$ cat config.mk
export PLATFORM = sky130hd
export DESIGN_NAME = i2c_evt_irq_ctrl
export DESIGN_NICKNAME = d
export VERILOG_FILES = /design/src/rtl/i2c_evt_pkg.sv /design/src/rtl/i2c_evt_status_bank.sv /design/src/rtl/i2c_evt_busy_track.sv /design/src/rtl/i2c_evt_irq_mask.sv /design/src/rtl/i2c_evt_irq_ctrl.sv
export SDC_FILE = /design/constraint.sdc
export NUM_CORES = 1
export LEC_CHECK = 0
export BUFFER_PORTS_ARGS = -buffer_cell sky130_fd_sc_hd__buf_2
export CAP_MARGIN = 20
export CORE_MARGIN = 2
export CORE_UTILIZATION = 44
export CTS_CLUSTER_DIAMETER = 50
export DETAILED_ROUTE_END_ITERATION = 8
export PLACE_DENSITY = 0.83
export SLEW_MARGIN = 25
export SYNTH_ARGS = -nofsm -noshare
export SYNTH_HDL_FRONTEND = slang
export SYNTH_SLANG_ARGS = --single-unit
$ cat constraint.sdc
create_clock -name clk -period 3.27 [get_ports clk]
set_clock_uncertainty 0.15 [all_clocks]
set_input_delay 0.1635 -clock clk [delete_from_list [all_inputs] [get_ports clk]]
set_output_delay 0.1635 -clock clk [all_outputs]
set_load 0.02 [all_outputs]
$ cat src/rtl/i2c_evt_pkg.sv
package i2c_evt_pkg;
  localparam int unsigned WORD_W   = 16;
  localparam int unsigned MASK_EVTS = 5;
  localparam int unsigned BUSY_POS = 12;
  // positions that latch an event pulse
  localparam logic [WORD_W-1:0] LATCH_MASK = 16'h8F1F;
  localparam logic [WORD_W-1:0] ENBL_MASK  = (16'h1 << MASK_EVTS) - 16'h1;

  typedef enum logic [1:0] {
    SEL_STATUS = 2'd0,
    SEL_ENABLE = 2'd1,
    SEL_NONE2  = 2'd2,
    SEL_NONE3  = 2'd3
  } reg_sel_e;
endpackage

$ cat src/rtl/i2c_evt_status_bank.sv
module i2c_evt_status_bank
  import i2c_evt_pkg::*;
(
  input  logic              clk,
  input  logic              rst_n,
  input  logic [WORD_W-1:0] ev_i,
  input  logic [WORD_W-1:0] clr_i,
  output logic [WORD_W-1:0] stat_o
);
  for (genvar k = 0; k < WORD_W; k++) begin : g_bit
    if (LATCH_MASK[k]) begin : g_flag
      logic flag_q;
      always_ff @(posedge clk or negedge rst_n) begin
        if (!rst_n)        flag_q <= 1'b0;
        else if (ev_i[k])  flag_q <= 1'b1;
        else if (clr_i[k]) flag_q <= 1'b0;
      end
      assign stat_o[k] = flag_q;

      // a pulse always leaves the flag set, clear or no clear
      a_r4_event_wins: assert property (@(posedge clk) disable iff (!rst_n)
        ev_i[k] |=> stat_o[k]);
      // write-one removes a set flag when no new pulse arrives
      a_r3_clear_one: assert property (@(posedge clk) disable iff (!rst_n)
        (clr_i[k] && !ev_i[k]) |=> !stat_o[k]);
      // without clear the flag is sticky
      a_r2_sticky: assert property (@(posedge clk) disable iff (!rst_n)
        (stat_o[k] && !clr_i[k]) |=> stat_o[k]);
    end else begin : g_rsvd
      logic unused_rsvd;
      assign unused_rsvd = ev_i[k] ^ clr_i[k];
      assign stat_o[k]   = 1'b0;
    end
  end
endmodule

$ cat src/rtl/i2c_evt_busy_track.sv
module i2c_evt_busy_track (
  input  logic clk,
  input  logic rst_n,
  input  logic start_i,
  input  logic stop_i,
  output logic busy_o
);
  logic busy_q;
  always_ff @(posedge clk or negedge rst_n) begin
    if (!rst_n)       busy_q <= 1'b0;
    else if (start_i) busy_q <= 1'b1;
    else if (stop_i)  busy_q <= 1'b0;
  end
  assign busy_o = busy_q;

  // START sets busy, a lone STOP releases it
  a_r7_start_sets: assert property (@(posedge clk) disable iff (!rst_n)
    start_i |=> busy_o);
  a_r7_stop_clears: assert property (@(posedge clk) disable iff (!rst_n)
    (stop_i && !start_i) |=> !busy_o);
  a_r7_hold: assert property (@(posedge clk) disable iff (!rst_n)
    (!start_i && !stop_i) |=> $stable(busy_o));
endmodule

$ cat src/rtl/i2c_evt_irq_mask.sv
module i2c_evt_irq_mask
  import i2c_evt_pkg::*;
(
  input  logic              clk,
  input  logic              rst_n,
  input  logic              en_wr_i,
  input  logic [WORD_W-1:0] wdata_i,
  input  logic [WORD_W-1:0] stat_i,
  output logic [WORD_W-1:0] en_o,
  output logic              irq_o
);
  logic [MASK_EVTS-1:0] en_q;
  logic                 irq_q;
  logic                 unused_hi;

  assign unused_hi = ^{wdata_i[WORD_W-1:MASK_EVTS], stat_i[WORD_W-1:MASK_EVTS]};

  always_ff @(posedge clk or negedge rst_n) begin
    if (!rst_n)       en_q <= '0;
    else if (en_wr_i) en_q <= wdata_i[MASK_EVTS-1:0];
  end

  always_ff @(posedge clk or negedge rst_n) begin
    if (!rst_n) irq_q <= 1'b0;
    else        irq_q <= |(stat_i[MASK_EVTS-1:0] & en_q);
  end

  assign en_o  = {{(WORD_W-MASK_EVTS){1'b0}}, en_q};
  assign irq_o = irq_q;

  // with the enable word cleared for two cycles the line is low
  a_r6_quiet_when_masked: assert property (@(posedge clk) disable iff (!rst_n)
    (en_q == '0 && $past(en_q) == '0) |-> !irq_o);
  // only the low maskable flags can keep the line high
  a_r10_low_only: assert property (@(posedge clk) disable iff (!rst_n)
    ($past(stat_i[MASK_EVTS-1:0]) == '0) |-> !irq_o);
endmodule

$ cat src/rtl/i2c_evt_irq_ctrl.sv
module i2c_evt_irq_ctrl
  import i2c_evt_pkg::*;
#(
  parameter int unsigned ADDR_W = 2
) (
  input  logic              clk,
  input  logic              rst_n,
  input  logic [WORD_W-1:0] evt_pulse_i,
  input  logic              bus_start_i,
  input  logic              bus_stop_i,
  input  logic              reg_wr_i,
  input  logic [ADDR_W-1:0] reg_addr_i,
  input  logic [WORD_W-1:0] reg_wdata_i,
  output logic [WORD_W-1:0] reg_rdata_o,
  output logic              irq_o,
  output logic              bus_busy_o
);
  localparam logic [ADDR_W-1:0] A_STATUS = ADDR_W'(SEL_STATUS);
  localparam logic [ADDR_W-1:0] A_ENABLE = ADDR_W'(SEL_ENABLE);

  logic              wr_status, wr_enable, busy;
  logic [WORD_W-1:0] clr_vec, stat, en_word, status_word;

  assign wr_status = reg_wr_i && (reg_addr_i == A_STATUS);
  assign wr_enable = reg_wr_i && (reg_addr_i == A_ENABLE);
  assign clr_vec   = wr_status ? reg_wdata_i : '0;

  i2c_evt_status_bank u_bank (
    .clk(clk), .rst_n(rst_n), .ev_i(evt_pulse_i), .clr_i(clr_vec), .stat_o(stat));

  i2c_evt_busy_track u_busy (
    .clk(clk), .rst_n(rst_n), .start_i(bus_start_i), .stop_i(bus_stop_i), .busy_o(busy));

  i2c_evt_irq_mask u_mask (
    .clk(clk), .rst_n(rst_n), .en_wr_i(wr_enable), .wdata_i(reg_wdata_i),
    .stat_i(stat), .en_o(en_word), .irq_o(irq_o));

  always_comb begin
    status_word = stat;
    status_word[BUSY_POS] = busy;
  end

  always_comb begin
    if (reg_addr_i == A_STATUS)      reg_rdata_o = status_word;
    else if (reg_addr_i == A_ENABLE) reg_rdata_o = en_word;
    else                             reg_rdata_o = '0;
  end

  assign bus_busy_o = busy;

  // reserved status positions never read as one
  a_r8_reserved_zero: assert property (@(posedge clk) disable iff (!rst_n)
    (reg_addr_i == A_STATUS) |-> ((reg_rdata_o & ~(LATCH_MASK | (16'h1 << BUSY_POS))) == '0));
  // upper enable bits read zero
  a_r5_enable_narrow: assert property (@(posedge clk) disable iff (!rst_n)
    (reg_addr_i == A_ENABLE) |-> ((reg_rdata_o & ~ENBL_MASK) == '0));
  // status word busy bit mirrors the pin
  a_r7_busy_mirror: assert property (@(posedge clk) disable iff (!rst_n)
    (reg_addr_i == A_STATUS) |-> (reg_rdata_o[BUSY_POS] == bus_busy_o));
endmodule

==> run summary, run 1 <==
DRT Pass-1 Iters -> 4
Worst vdd ir -> 0.000204 V
Ant diodes -> 0
Final period util -> 0.478
Sw Pwr -> 0.149 mW
EDFF count, synth -> 0
Avg WL per Cell -> 14.6 um
Met2 GRT Util -> 0.422
CP required -> 3.29 ns
Gr busiest metal -> met2
Met3 global-route usage -> 0.0215
Arrival @ worst endpoint -> 1.59 ns
Most instantiated cells after synthesis -> dfrtp_1, nor2_1, inv_1
Total gr overflow -> 0
Vias in the first global route -> 868
Fraction of registers with async set/reset -> 1.00
P_int -> 0.342 mW
Drt via density -> 4.97
Port bufs -> 39
Syn. warnings -> 0
Routed Antenna Nets -> 0
Rows -> 16
Met1 usage -> 0.264
Sink Count -> 17
Area Growth Syn to Fin -> 50.0%
CTS root buf -> clkbuf_4
Die width -> 48.8 um
Largest cells by area after synthesis -> dfrtp_1, mux2_4, a31oi_1
Reg power frac -> 0.499
Register bit count reported by yosys -> 17
Crit path cell chain -> buf_2 -> nor3b_4 -> a31oi_1 -> dlygate4sd3_1
Setup Viol. Count Final -> 0
Die Y -> 48.8 um
Crit path launch type -> input port
DR vias -> 865
Routed WL -> 2540 um
Share of layout cells above drive strength 1 -> 0.340
Clock transition at path regs -> 0.10 ns
Post-DP HPWL -> 1470 um
Hold Buf Count CTS -> 23
Slew Viols, Final -> 0
Fill cells -> 136
Routability Congestion -> 0.714
Switching share of power -> 0.304
Register area share after synthesis -> 0.482
Die area -> 2380 um^2
Hold Crit Class -> input port to async pin
Worst setup EP type -> register
Setup bufs post-CTS -> 0
First-pass GRT wire length -> 4110 um
Post-route DRC -> 0
Final hold violation count -> 0
Main flop type after synthesis -> dfrtp_1
Setup TNS -> 0 ns
Initial Util -> 0.460
Clk pwr share -> 0.232
Ports -> 57
CTS Buf Count -> 3
Syn avg cell area -> 10.5 um^2
Post-synth top area cell -> dfrtp_1
RSZ-0062 raised after global routing -> no
Initial drt markers -> 26
CTS H-tree depth -> 1
Gate count of the mapped netlist -> 84
Initial antenna violation count -> 0
CTS tree -> yes
PostCTS Resize Cnt -> 0
Peak Freq -> 0.639 GHz
CP bufs+invs -> 2
Post-route minimum period -> 1.56 ns
Worst-skew pair later-pin latency -> 0.29 ns
Max FO, Critical Path -> 10
Yosys cell types -> 16
Final #Nets -> 187
Pwr dens -> 370 nW/um^2
Critical path class -> input port to register
Most frequent cell after synthesis -> dfrtp_1
Core area -> 1920 um^2
GRT Util Overall -> 0.228
Top cell type's share of synthesized area -> 0.482
Largest stage delay on the critical path -> 0.61 ns
Final Hold Slack -> 0.167 ns
Mapped Area -> 883 um^2
Deepest clock path buffer count -> 2
Largest net degree at the start of global routing -> 18
Family with the most delay on the worst path -> buffers and inverters
Status -> finished clean
Slowest CP cell -> dlygate4sd3_1
Max-cap violations -> 0
Gate power share -> 0.269
Static leakage -> 0.655 nW
-- layout by cell type, fill, tap and decap left out, types with 3 or more instances in the layout --
cell,synthesis,layout
dlygate4sd3_1,0,23
a31oi_1,10,10
dfrtp_1,17,17
clkbuf_4,0,3
buf_2,0,39
mux2i_1,5,5
inv_1,11,11
conb_1,1,5
mux2_4,5,5
and2_1,6,6
nor2_1,16,16
-- metrics by stage --
stage	power, mW	area, um^2	util	cells	setup WS (ns)
2_1_floorplan	0.320	898	-	88	2.22
4_1_cts	0.485	1330	0.689	174	1.78
3_5_place_dp	0.356	1070	0.555	147	1.98
3_3_place_gp	0.351	1070	0.555	147	2.02
5_1_grt	0.514	1330	0.689	174	1.64
6_report	0.491	1330	0.689	174	1.71
-- sequential cells by signal (all words and copies together), names as in the netlist --
name                        count
u_bank.g_bit.g_flag.flag_q     10
u_mask.irq_o                    1
u_busy.busy_o                   1
u_mask.en_q                     5
-- per-layer routing --
metal | vias to the layer above | part of all wire
li1 | 393 | -
met2 | 52 | 0.53
met4 | 0 | 0.017
met3 | 6 | 0.069
met5 | - | 0
met1 | 414 | 0.38
-- logic make-up after synthesis --
logic type      Yosys count  synth area share
buf+inv                  18             0.115
other cells               1           0.00425
simple gates             25             0.159
flops                    17             0.482
mux                      10             0.142
compound gates           13            0.0992
-- power by group through the flow --
stage | clock network [mW] | registers (mW) | logic (mW)
6_report | 0.114 | 0.245 | 0.132
3_3_place_gp | 0 | 0.245 | 0.106
3_5_place_dp | 0 | 0.246 | 0.110
5_1_grt | 0.126 | 0.246 | 0.142
4_1_cts | 0.114 | 0.242 | 0.129
2_1_floorplan | 0 | 0.245 | 0.0747
-- final timing paths --
check / start / end / slack [ns] / depth (start not counted)
hold / removal: rst_n / u_mask.en_q[0]$_DFFE_PN0P_ / 0.17 / 2
hold reg to reg: u_mask.en_q[2]$_DFFE_PN0P_ / u_mask.en_q[2]$_DFFE_PN0P_ / 0.41 / 1
max in group asynchronous: rst_n / u_bank.g_bit[15].g_flag.flag_q$_DFFE_PN0P_ / 2.53 / 2
setup / recovery: reg_addr_i[0] / u_bank.g_bit[4].g_flag.flag_q$_DFFE_PN0P_ / 1.71 / 4
min in group clk: reg_wr_i / u_mask.en_q[2]$_DFFE_PN0P_ / 0.18 / 3
setup reg to reg: u_bank.g_bit[4].g_flag.flag_q$_DFFE_PN0P_ / u_bank.g_bit[4].g_flag.flag_q$_DFFE_PN0P_ / 1.78 / 3
-- area by class of cell --
cell class | instances | area [um^2] | area share
well taps | 27 | 33.8 | 0.0255
multi-input cells | 53 | 372 | 0.280
inverters | 11 | 41.3 | 0.0312
clock inverters | 1 | 5.00 | 0.00378
flip-flops and latches | 17 | 425 | 0.321
clock buffers | 3 | 22.5 | 0.0170
repair buffers | 62 | 425 | 0.321
No activity file was read; power rests on OpenSTA's default activity.
==> run 2: changes to the inputs <==
CORE_UTILIZATION = 37   (was 44)
PLACE_DENSITY = 0.74   (was 0.83)
clock period = 1.3 ns   (was 3.27 ns; I/O delays follow)
==> run summary, run 2 (synthesis results as in run 1) <==
CP required -> 1.09 ns (-2.20 ns)
Hold Crit Class -> input port to async pin
Post-layout util -> 0.616 (-0.0738)
Pwr dens -> 916 nW/um^2 (+150%)
Post-route minimum period -> 1.28 ns
Deepest clock path buffer count -> 2 (unchanged)
Peak Freq -> 0.780 GHz
Rows -> 17 (+1)
Routability Congestion -> 0.707 (-0.92%)
DR vias -> 849 (-1.8%)
Setup Viol. Count Final -> 0 (unchanged)
Largest register FFs -> 10 (unchanged)
CTS H-tree depth -> 1 (unchanged)
Worst slew pin tran -> 0.507 ns
DRT Pass-1 Iters -> 4 (unchanged)
Initial antenna violation count -> 0 (unchanged)
Initial drt markers -> 14 (-46%)
Core area -> 2230 um^2 (+16%)
GRT Util Overall -> 0.175 (-0.0525)
Avg WL per Cell -> 12.5 um (-14%)
Worst setup EP type -> output port
Sink Count -> 17 (unchanged)
Area Growth Syn to Fin -> 55.7%
First-pass GRT wire length -> 3510 um (-15%)
Ports -> 57 (unchanged)
Die width -> 52.9 um (+8.3%)
Clock transition at path regs -> 0.10 ns (about the same)
Static leakage -> 0.707 nW (+7.9%)
Final Hold Slack -> 0.0714 ns (-0.0955 ns)
Pwr Total -> 1.26 mW (+160%)
Ant diodes -> 0 (unchanged)
Post-route DRC -> 0 (unchanged)
Initial Util -> 0.396 (-0.0641)
Critical path class -> register to output port
Share of layout cells above drive strength 1 -> 0.359 (+0.0193)
Place WS -> 0.0999 ns (-1.88 ns)
Commonest cells after routing, fill and taps aside -> buf_2, dlygate4sd3_1, dfrtp_1
Final #Nets -> 193 (+3.2%)
Slew Viols, Final -> 0 (unchanged)
CTS tree -> yes
Biggest register -> u_bank.g_bit.g_flag.flag_q
Routed Antenna Nets -> 0 (unchanged)
Status -> finished clean
Multi-input combinational cell area -> 372 um^2 (unchanged)
Worst-skew pair later-pin latency -> 0.28 ns (about the same)
Final period util -> 0.986
Normalized max-slew margin -> 0.661
Die Y -> 52.9 um (+8.3%)
Setup WS post-layout -> 0.0176 ns (-1.69 ns)
CTS Buf Count -> 3 (unchanged)
Worst vdd ir -> 0.000604 V (+200%)
Drt via density -> 4.69 (-5.6%)
Max FO, Critical Path -> 3 (-7)
Arrival @ worst endpoint -> 1.07 ns (-0.52 ns)
Fill cells -> 205 (+51%)
Port bufs -> 39 (unchanged)
Die area -> 2790 um^2 (+17%)
Final instance area -> 1380 um^2 (+3.8%)
Final hold violation count -> 0 (unchanged)
Fin cells -> 181 (+4.0%)
Placed cell area -> 1070 um^2 (+0.12%)
Most common cell after layout, fill and taps aside -> buf_2
Dpl cells -> 148 (+0.68%)
Crit path launch type -> register
Total gr overflow -> 0 (unchanged)
Max-cap violations -> 0 (unchanged)
Routed WL -> 2260 um (-11%)
Setup TNS -> 0 ns (unchanged)
Vias in the first global route -> 857 (-1.3%)
Post-DP HPWL -> 1420 um (-3.4%)
Largest net degree at the start of global routing -> 18 (unchanged)
CTS root buf -> clkbuf_4
RSZ-0062 raised after global routing -> yes
Regs by FF count -> u_bank.g_bit.g_flag.flag_q (10), u_mask.en_q (5)
Sequential Area -> 425 um^2 (unchanged)
==> run 2: cell count changes in the layout (fill, tap and decap cells not counted) <==
cell and change:
buf_4 +8, buf_2 -2, clkbuf_1 +1, clkinv_2 -1
==> run 2: worst paths after layout <==
check	end	cells after the start	slack, ns	from
worst min register to register	u_busy.busy_o$_DFFE_PN0P_	1	0.36	u_busy.busy_o$_DFFE_PN0P_
min in group clk	u_mask.en_q[4]$_DFFE_PN0P_	3	0.07	reg_wr_i
worst max-delay path	reg_rdata_o[2]	3	0.02	u_bank.g_bit[2].g_flag.flag_q$_DFFE_PN0P_
worst max register to register	u_mask.irq_o$_DFF_PN0_	3	0.08	u_mask.en_q[4]$_DFFE_PN0P_
worst min-delay path	u_bank.g_bit[1].g_flag.flag_q$_DFFE_PN0P_	2	0.07	rst_n
max in group asynchronous	u_bank.g_bit[11].g_flag.flag_q$_DFFE_PN0P_	2	0.65	rst_n
==> run 2: final cells by class <==
class / count / share of cell area
timing repair buffer: 68 / 0.346
sequential: 17 / 0.309
multi-input combinational: 53 / 0.270
inverter: 11 / 0.0300
tap: 28 / 0.0255
clock buffer: 4 / 0.0191
==> run 2: routing by layer <==
metal	GRT usage	vias up	wire, um
met5	0	-	0
met4	0.0897	0	65
met3	0.0367	6	117
met2	0.315	35	1210
met1	0.192	400	866
li1	-	408	-
==> run 2: repair_timing <==
| action | CTS | global route |
|---|---|---|
| hold buffers | 23 | 0 |
| setup endpoints to repair | 0 | 5 |
| setup buffers | 0 | 6 |
| endpoints found under the hold margin | 33 | 0 |
| resized for setup | 0 | 2 |
==> run 2: worst max-delay path, cell delays in order (launching register included) <==
cell,delay (ns)
dfrtp_1,0.41
mux2i_1,0.15
nor2_1,0.07
buf_4,0.16
==> run 2: report_power, final <==
group | internal (mW) | switching (mW) | leakage, nW
Clock | 0.119 | 0.155 | 0.0150
Sequential | 0.574 | 0.0315 | 0.170
Combinational | 0.209 | 0.170 | 0.522
==> run 3: changes to the inputs <==
CORE_MARGIN = 10   (was 2)
==> run summary, run 3 (synthesis results as in run 1) <==
Largest net degree at the start of global routing -> 18 (unchanged)
Hold Crit Class -> input port to async pin
Critical path class -> register to output port
RSZ-0062 raised after global routing -> yes
CTS tree -> yes
Final Hold Slack -> 0.0706 ns (-0.000804 ns)
Core area -> 2230 um^2 (unchanged)
Peak Freq -> 0.781 GHz (+0.11%)
Routability Congestion -> 0.655 (-7.4%)
Drt via density -> 4.52 (-3.7%)
Setup TNS -> 0 ns (unchanged)
Die area -> 4740 um^2 (+70%)
PostCTS Resize Cnt -> 0 (unchanged)
Crit path cell chain -> mux2i_1 -> nor2_1 -> buf_2
Worst setup EP type -> output port
Deepest clock path buffer count -> 2 (unchanged)
Initial Util -> 0.396 (unchanged)
Final #Nets -> 192 (-0.52%)
Crit path launch type -> register
Vias in the first global route -> 815 (-4.9%)
CTS H-tree depth -> 1 (unchanged)
CP bufs+invs -> 1 (unchanged)
Regs by FF count -> u_bank.g_bit.g_flag.flag_q (10), u_mask.en_q (5)
Worst vdd ir -> 0.000736 V (+22%)
DR vias -> 813 (-4.2%)
Initial antenna violation count -> 0 (unchanged)
Setup Viol. Count Final -> 0 (unchanged)
Status -> finished clean
CTS root buf -> clkbuf_4
Routed Antenna Nets -> 0 (unchanged)
Most common cell after layout, fill and taps aside -> buf_2
Largest register FFs -> 10 (unchanged)
Sink Count -> 17 (unchanged)
Arrival @ worst endpoint -> 1.07 ns (about the same)
Avg WL per Cell -> 13.8 um (+10%)
Biggest register -> u_bank.g_bit.g_flag.flag_q
Rows -> 17 (unchanged)
Max FO, Critical Path -> 3 (unchanged)
Final hold violation count -> 0 (unchanged)
Family with the most delay on the worst path -> flip-flops
Commonest cells after routing, fill and taps aside -> buf_2, dlygate4sd3_1, dfrtp_1
Pwr dens -> 907 nW/um^2 (-0.92%)
CTS Buf Count -> 3 (unchanged)
Ant diodes -> 0 (unchanged)
DRT Pass-1 Iters -> 4 (unchanged)
Ports -> 57 (unchanged)
Post-layout util -> 0.610 (-0.00560)
Post-route DRC -> 0 (unchanged)
Max-cap violations -> 0 (unchanged)
Total gr overflow -> 0 (unchanged)
Post-DP HPWL -> 1760 um (+23%)
Die width -> 68.9 um (+30%)
Slew Viols, Final -> 0 (unchanged)
Routed WL -> 2480 um (+9.6%)
Static leakage -> 0.700 nW (-0.97%)
Port bufs -> 39 (unchanged)
Slowest CP cell -> dfrtp_1
GRT Util Overall -> 0.105 (-0.0699)
Largest stage delay on the critical path -> 0.41 ns (about the same)
Clock transition at path regs -> 0.09 ns (about the same)
Post-route minimum period -> 1.28 ns (-0.00135 ns)
Area Growth Syn to Fin -> 54.2%
Die Y -> 68.9 um (+30%)
First-pass GRT wire length -> 3810 um (+8.4%)
Initial drt markers -> 22 (+8)
Worst-skew pair later-pin latency -> 0.28 ns (about the same)
R2r setup slk -> 0.16 ns (+0.08 ns)
Final period util -> 0.985 (-0.00104)
CP required -> 1.09 ns (about the same)
Share of layout cells above drive strength 1 -> 0.355 (-0.00421)
-- run 3: cell types whose count changed in the layout (fill, tap and decap cells not counted), sizes merged --
cell / delta
buf: -1
-- run 3: timing repair --
item | 4_1_cts | 5_1_grt
hold endpoints to repair | 33 | 0
setup buffers | 0 | 5
endpoints found under the setup margin | 0 | 5
hold buffers | 23 | 0
-- run 3: layer usage --
layer,up-vias,part of all wire,global-route usage
li1,408,-,-
met1,376,0.42,0.118
met2,27,0.50,0.177
met3,2,0.080,0.0451
met4,0,0.0069,0.0296
met5,-,0,0
-- run 3: final timing paths --
| path | cells after the start | to | from |
|---|---|---|---|
| setup / recovery | 3 | reg_rdata_o[0] | u_mask.en_q[0]$_DFFE_PN0P_ |
| hold / removal | 2 | u_bank.g_bit[3].g_flag.flag_q$_DFFE_PN0P_ | rst_n |
| setup reg to reg | 3 | u_mask.irq_o$_DFF_PN0_ | u_bank.g_bit[0].g_flag.flag_q$_DFFE_PN0P_ |
| hold reg to reg | 1 | u_busy.busy_o$_DFFE_PN0P_ | u_busy.busy_o$_DFFE_PN0P_ |
| max in group asynchronous | 2 | u_mask.en_q[1]$_DFFE_PN0P_ | rst_n |
| min in group clk | 3 | u_mask.en_q[4]$_DFFE_PN0P_ | reg_wr_i |
-- run 3: power by group --
group | switching, mW | internal, mW | leakage, nW
combinational | 0.162 | 0.193 | 0.515
clock | 0.154 | 0.119 | 0.0150
sequential | 0.0341 | 0.574 | 0.170
-- run 3: through the flow --
step | instances | total power, mW | area, um^2 | worst slack [ns]
floorplan | 88 | 0.804 | 898 | 0.277
global placement | 148 | 0.890 | 1070 | 0.102
detailed placement | 148 | 0.898 | 1070 | 0.0837
CTS | 175 | 1.23 | 1330 | 0.00677
global route | 180 | 1.31 | 1360 | -0.0405
finish | 180 | 1.24 | 1360 | 0.0190
-- run 3: area by class of cell --
type,instances,area (um^2)
Tap cell,28,35.0
Timing Repair Buffer,67,463
Inverter,11,41.3
Clock buffer,4,26.3
Fill cell,212,871
Sequential cell,17,425
Multi-Input combinational cell,53,372
